===== src/rtl/gpio_bank.sv =====
module gpio_bank #(
  parameter int NPORTS = 2,
  parameter int PORT_W = 8,
  parameter int SYNC_STAGES = 2
) (
  input  logic                     clk,
  input  logic                     rst_n,
  input  logic [NPORTS*PORT_W-1:0] pin_i,
  output logic [NPORTS*PORT_W-1:0] pin_oe_o,
  output logic [NPORTS*PORT_W-1:0] pin_o,
  input  logic [NPORTS-1:0]        wr_cfg_i,
  input  logic [NPORTS-1:0]        wr_out_i,
  input  logic [NPORTS-1:0]        wr_pol_i,
  input  logic [PORT_W-1:0]        wr_data_i,
  input  logic [NPORTS-1:0]        rd_i,
  output logic [NPORTS*PORT_W-1:0] in_q_o,
  output logic                     int_drive_o
);
  localparam int N = NPORTS * PORT_W;

  logic [N-1:0] sync_q [SYNC_STAGES];
  logic [N-1:0] dir_q, lvl_q, inv_q, snap_q, live;

  always_ff @(posedge clk or negedge rst_n) begin
    if (!rst_n) begin
      for (int s = 0; s < SYNC_STAGES; s++) sync_q[s] <= '0;
    end else begin
      sync_q[0] <= pin_i;
      for (int s = 1; s < SYNC_STAGES; s++) sync_q[s] <= sync_q[s-1];
    end
  end

  assign live = sync_q[SYNC_STAGES-1] ^ inv_q;

  always_ff @(posedge clk or negedge rst_n) begin
    if (!rst_n) begin
      dir_q  <= '1;
      lvl_q  <= '1;
      inv_q  <= '0;
      snap_q <= '0;
    end else begin
      for (int p = 0; p < NPORTS; p++) begin
        if (wr_cfg_i[p]) dir_q[p*PORT_W +: PORT_W] <= wr_data_i;
        if (wr_out_i[p]) lvl_q[p*PORT_W +: PORT_W] <= wr_data_i;
        if (wr_pol_i[p]) inv_q[p*PORT_W +: PORT_W] <= wr_data_i;
        if (rd_i[p])     snap_q[p*PORT_W +: PORT_W] <= live[p*PORT_W +: PORT_W];
      end
    end
  end

  assign pin_oe_o    = ~dir_q;
  assign pin_o       = lvl_q;
  assign in_q_o      = snap_q;
  assign int_drive_o = |(live ^ snap_q);

  for (genvar p = 0; p < NPORTS; p++) begin : g_chk
    p_dir_load_r2: assert property (@(posedge clk) disable iff (!rst_n)
      wr_cfg_i[p] |=> pin_oe_o[p*PORT_W +: PORT_W] == ~$past(wr_data_i));
    p_lvl_load_r3: assert property (@(posedge clk) disable iff (!rst_n)
      wr_out_i[p] |=> pin_o[p*PORT_W +: PORT_W] == $past(wr_data_i));
    p_dir_hold_r10: assert property (@(posedge clk) disable iff (!rst_n)
      !wr_cfg_i[p] |=> $stable(pin_oe_o[p*PORT_W +: PORT_W]));
    p_lvl_hold_r10: assert property (@(posedge clk) disable iff (!rst_n)
      !wr_out_i[p] |=> $stable(pin_o[p*PORT_W +: PORT_W]));
    p_snap_hold_r6: assert property (@(posedge clk) disable iff (!rst_n)
      !rd_i[p] |=> $stable(in_q_o[p*PORT_W +: PORT_W]));
    p_snap_take_r6: assert property (@(posedge clk) disable iff (!rst_n)
      rd_i[p] |=> in_q_o[p*PORT_W +: PORT_W] == $past(live[p*PORT_W +: PORT_W]));
  end
endmodule


===== config.mk =====
export PLATFORM = sky130hd
export DESIGN_NAME = gpio_bank
export DESIGN_NICKNAME = d
export VERILOG_FILES = /design/src/rtl/gpio_bank.sv
export SDC_FILE = /design/constraint.sdc
export NUM_CORES = 1
export LEC_CHECK = 0
export BUFFER_PORTS_ARGS = -buffer_cell sky130_fd_sc_hd__buf_2
export CAP_MARGIN = 20
export CORE_MARGIN = 2
export CORE_UTILIZATION = 24
export DETAILED_ROUTE_END_ITERATION = 10
export PLACE_DENSITY = 0.38
export SYNTH_ARGS = -nofsm -noshare
export SYNTH_HDL_FRONTEND = slang
export SYNTH_SLANG_ARGS = --single-unit

===== constraint.sdc =====
create_clock -name clk -period 2.51 [get_ports clk]
set_input_delay 0.502 -clock clk [delete_from_list [all_inputs] [get_ports clk]]
set_output_delay 0.502 -clock clk [all_outputs]
set_load 0.05 [all_outputs]

==> results of run 1 <==
-- worst paths after layout --
path	end	depth (start not counted)
setup / recovery	int_drive_o	4
hold / removal	in_q_o[12]	1
setup reg to reg	in_q_o[13]	3
hold reg to reg	sync_q[7]	0
max in group asynchronous	pin_o[1]	2
min in group clk	sync_q[25]	1
-- per-stage QoR --
stage          setup WS (ns)  cells
2_1_floorplan          0.181    255
3_3_place_gp           0.311    516
3_5_place_dp           0.336    516
4_1_cts            0.0000830    536
5_1_grt              -0.0363    538
6_report              0.0411    538
-- registers in the layout, summed over array words and instances, names as in the netlist --
signal  count
sync_q     32
in_q_o     16
dir_q      16
inv_q      16
pin_o      16
-- cell type report --
type,count,area [sq um]
multi-input combinational,133,1180
inverter,16,60.1
clock inverter,4,70.1
sequential,96,2440
clock buffer,11,233
fill,1549,10400
timing repair buffer,90,495
tap,188,235
-- layer usage --
layer / share of wire (%) / GRT usage, % / vias up
li1: - / - / 1026
met1: 45 / 14.5 / 1080
met2: 48 / 17.9 / 67
met3: 5.5 / 3.74 / 8
met4: 1.4 / 4.07 / 0
met5: 0 / 0 / -
-- placed cells by master, fill, tap and decap left out --
master / synthesis / final
clkbuf_1: 10 / 2
clkbuf_16: 0 / 9
mux2_2: 32 / 32
inv_1: 16 / 16
buf_12: 0 / 1
clkinv_2: 0 / 2
xnor3_1: 16 / 16
o21ai_0: 16 / 16
or4_4: 0 / 1
dfstp_2: 32 / 32
bufinv_16: 0 / 2
dfrtp_1: 64 / 64
nand2_1: 16 / 16
a21oi_1: 16 / 16
nor2_1: 16 / 16
nand4_1: 4 / 4
xnor2_1: 16 / 16
buf_8: 0 / 1
buf_2: 0 / 80
buf_4: 0 / 8
-- power breakdown --
group,internal (W),switching [W]
clock,0.000865,0.000569
combinational,0.000309,0.000539
sequential,0.00172,0.0000943
total,0.00290,0.00120
-- what timing repair did --
| action | 4_1_cts | 5_1_grt |
|---|---|---|
| pin swaps | 4 | 6 |
| gates resized for setup | 4 | 0 |
| setup endpoints to repair | 1 | 1 |
| setup buffers | 5 | 2 |
-- cell families after synthesis --
logic type                count (synthesis)  synth area share, %
buffers and inverters                    26                 2.63
DFF                                      96                 65.8
xor gates and xnor gates                 32                 13.5
muxes                                    32                 9.70
AOI/OAI and AO/OA                        32                 4.31
and+or+nand+nor                          37                 4.11
==> flow_metrics.tcl, run 1 <==
set metrics [dict create \
    setup_viol 0 \
    synth-seq-cells 96 \
    reg2reg_slack_ns 1.59 \
    cts_sinks 96 \
    antenna_left 0 \
    drive_above_1_share_pct 48.0 \
    grt-ovfl-total 0 \
    worstSetupStartpointType "flip-flop" \
    hold_slack_ns 0.118 \
    final_max_slew_viol_count 0 \
    relSlewSlack_pct 66.2 \
    grt_pass1_vias 2289 \
    wl_per_cell_microns 16.1 \
    endpoint_kind "output pin" \
    crit_start "inv_q[12]" \
    final_util_pct 31.1 \
    ctsRootBufferMaster "clkbuf_16" \
    critPathKind "flip-flop to output pin" \
    cap_violations 0 \
    ys.warnings.count 0 \
    cts_buffers 9 \
    antenna_found_initial 0 \
    synth_edf_count 0 \
    htreeDepth 3 \
    worstPathCellList "xnor3_1 -> nand4_1 -> or4_4 -> buf_8" \
    rr_startpoint "inv_q[13]" \
    synth_top_area_share_pct 43.1 \
    hold_viol 0 \
    cts_hold_buf 0 \
    ys_types 13 \
    grt_max_degree 60 \
    grt_usage_pct 11.3 \
    fin_nets 380 \
    cpPeakStageDelay_ns 0.54 \
    initial_core_util_pct 24.5 \
    die_h_microns 128 \
    synth_top_flop_cell "dfrtp_1" \
    antenna_cells 0 \
    syn_to_final_growth_pct 26.9 \
    place_area_sq_um 4340 \
    crit_family "simple AND/OR/NAND/NOR gates" \
    core_area_sq_um 15100 \
    die_x_microns 128 \
    dr_total_vias 2181 \
    setup_tns_ns 0 \
    synth_common_cells "64 x dfrtp_1, 32 x dfstp_2, 32 x mux2_2" \
    ys_top_cells_by_area "dfrtp_1 43%, dfstp_2 23%, mux2_2 9.7%, xnor3_1 9.7%, xnor2_1 3.8%" \
    ctsLongestPathBuffers 2 \
    cp_data_arrival_time_ns 1.97 \
    fin_crit_ns 2.47 \
    totalWireLength_mm 8.64 \
    rows 45 \
    synth.cell_area_sq_um 3710 \
    yosysMostFrequentCell "dfrtp_1" \
    viasPerCell 4.05 \
    clk_pin_slew_ns 0.07 \
    syn-num-nets 289 \
    cp.required_ns 2.01 \
    hp-class "primary input to asynchronous set/reset pin" \
    clock_latency_ns 0.35 \
    irDropWorstVdd_uv 431 \
    fin_crit_sh_pct 98.4 \
    place_congestion 0.676 \
    fmax_mhz 405 \
    ios 83 \
    cts_tree "yes" \
    p_per_area_nw_per_um2 870 \
    syn_inst 255 \
    syn_area_per_cell_sq_um 14.6 \
    io_buffer_count 82 \
    rsz0062_at_grt "true" \
    async_flop_share_pct 100 \
    slowest_stage "or4_4" \
    grt_pass1_wl_mm 13.4 \
    yosys.area.top_type "dfrtp_1" \
    design_area_sq_um 4710 \
    synth-seq-area-share_pct 65.8 \
    worst_pin_slew_ns 0.507 \
    dp_hpwl_mm 5.86 \
    critical_path.max_fanout 3 \
    skew_ns 0.00582 \
    drc_errors 0 \
    die_area_sq_um 16500 \
    status "finished clean" \
    dr.pass1.iters 4 \
    p_leak_nw 2.17 \
    drtIter0Drc 55 \
    p_total_w 0.00410 \
    path_buf_inv 1 \
]
(Power assumes the default switching activity.)
==> run 2: changes to the inputs <==
--- a/config.mk
+++ b/config.mk
@@ -10,6 +10,7 @@
 export CORE_MARGIN = 2
 export CORE_UTILIZATION = 24
 export DETAILED_ROUTE_END_ITERATION = 10
+export GPL_ROUTABILITY_DRIVEN = 0
 export PLACE_DENSITY = 0.38
 export SYNTH_ARGS = -nofsm -noshare
 export SYNTH_HDL_FRONTEND = slang
==> constraint.sdc (replaced) <==
create_clock -name clk -period 2.51 [get_ports clk]
set_input_delay 0.1255 -clock clk [delete_from_list [all_inputs] [get_ports clk]]
set_output_delay 0.1255 -clock clk [all_outputs]
set_load 0.05 [all_outputs]
==> run 2 against run 1 <==
Compared with the run above:
- final area is 1.6% higher
- total power down 3.9%
- global-route usage is 0.16 points lower
- wire length fell by 1.1%
- clock skew decreased by 0.00056 ns
- first-iteration DRC count up 15%
- highest routed layer unchanged
==> flow_metrics.tcl, run 2 (synthesis gave the netlist of run 1 again) <==
set metrics [dict create \
    antenna_found_initial 0 \
    io_buffer_count 82 \
    final_max_slew_viol_count 0 \
    syn_to_final_growth_pct 28.9 \
    worst_pin_slew_ns 0.514 \
    setup_viol 0 \
    critical_path.max_fanout 3 \
    cp.required_ns 2.38 \
    p_leak_nw 2.19 \
    grt_pass1_wl_mm 13.3 \
    p_per_area_nw_per_um2 823 \
    critPathKind "flip-flop to output pin" \
    cts_sinks 96 \
    antenna_left 0 \
    fin_crit_sh_pct 86.6 \
    grt_max_degree 60 \
    largest_register_ff_count 32 \
    dp_hpwl_mm 5.82 \
    grt_pass1_vias 2308 \
    cts_resized 0 \
    die_area_sq_um 16500 \
    irDropWorstVdd_uv 512 \
    die_h_microns 128 \
    ctsLongestPathBuffers 2 \
    hold_viol 0 \
    wl_per_cell_microns 15.6 \
    final_cell_mix "81 x buf_2, 64 x dfrtp_1, 32 x mux2_2, 32 x dfstp_2, 17 x dlygate4sd3_1" \
    ctsRootBufferMaster "clkbuf_16" \
    clk_pin_slew_ns 0.07 \
    status "finished clean" \
    fin_nets 390 \
    cp_data_arrival_time_ns 2.05 \
    cap_violations 0 \
    multi_input_area_sq_um 1170 \
    grt-ovfl-total 0 \
    setup_tns_ns 0 \
    endpoint_kind "output pin" \
    dr.pass1.iters 4 \
    rows 45 \
    place_area_sq_um 4340 \
    dr_total_vias 2241 \
    rsz0062_at_grt "false" \
    drtIter0Drc 63 \
    hold_slack_ns 0.0934 \
    clock_latency_ns 0.34 \
    design_area_sq_um 4790 \
    worstSetupStartpointType "flip-flop" \
    totalWireLength_mm 8.54 \
    initial_core_util_pct 24.5 \
    dp.cells 516 \
    die_x_microns 128 \
    hp-class "primary input to flip-flop" \
    n_fill_cell 1543 \
    viasPerCell 4.08 \
    largest-register "sync_q" \
    core_area_sq_um 15100 \
    ios 83 \
    relSlewSlack_pct 65.7 \
    htreeDepth 3 \
    seq_area_sq_um 2440 \
    final_util_pct 31.6 \
    cts_tree "yes" \
    fmax_mhz 460 \
    cts_buffers 9 \
    drive_above_1_share_pct 44.9 \
    antenna_cells 0 \
    fin_cells 549 \
    drc_errors 0 \
    fin_crit_ns 2.17 \
    final_common_cell "buf_2" \
    skew_ns 0.00526 \
    grt_usage_pct 11.1 \
]
-- run 2: path summary, 6_finish.rpt --
check / startpoint / endpoint / slack (ns) / cells after the start
worst max-delay path: inv_q[3] / int_drive_o / 0.34 / 4
worst min-delay path: wr_data_i[3] / dir_q[11] / 0.09 / 3
worst max register to register: inv_q[13] / in_q_o[13] / 1.69 / 2
worst min register to register: sync_q[19] / sync_q[3] / 0.35 / 0
max in group asynchronous: rst_n / pin_o[1] / 1.48 / 3
min in group asynchronous: rst_n / sync_q[28] / 0.29 / 2
-- run 2: metrics by stage --
| step | setup slack [ns] | power, W |
|---|---|---|
| 2_1_floorplan | 0.557 | 0.00243 |
| 3_3_place_gp | 0.687 | 0.00268 |
| 3_5_place_dp | 0.712 | 0.00269 |
| 4_1_cts | 0.309 | 0.00403 |
| 5_1_grt | 0.215 | 0.00415 |
| 6_report | 0.337 | 0.00394 |
-- run 2: report_power, final --
part | switching [W] | leakage, nW | internal, W
sequential | 0.0000962 | 1.07 | 0.00172
combinational | 0.000535 | 0.983 | 0.000305
clock | 0.000583 | 0.136 | 0.000698
-- run 2: worst max-delay path: stages, from the launching register on --
cell and delay [ns]:
dfrtp_1 0.40, xnor3_1 0.38, nand4_1 0.15, or4_1 0.54
buf_2 0.23
-- run 2: routing by layer --
layer  wire, microns  track usage [%]
met4             139             4.46
met2            4130             18.3
met1            3860             13.6
met5               0                0
met3             413             3.58
-- run 2: what timing repair did --
action                    in CTS  in global routing
hold endpoints to repair      29                  0
buffers inserted               0                  0
hold buffers                  17                  0
-- run 2: cell type report --
type / instances / area share, %
clock buffer: 11 / 5.07
clock inverter: 5 / 0.653
inverter: 16 / 1.25
multi-input combinational: 133 / 24.5
sequential: 96 / 51.0
tap: 188 / 4.91
timing repair buffer: 100 / 12.6
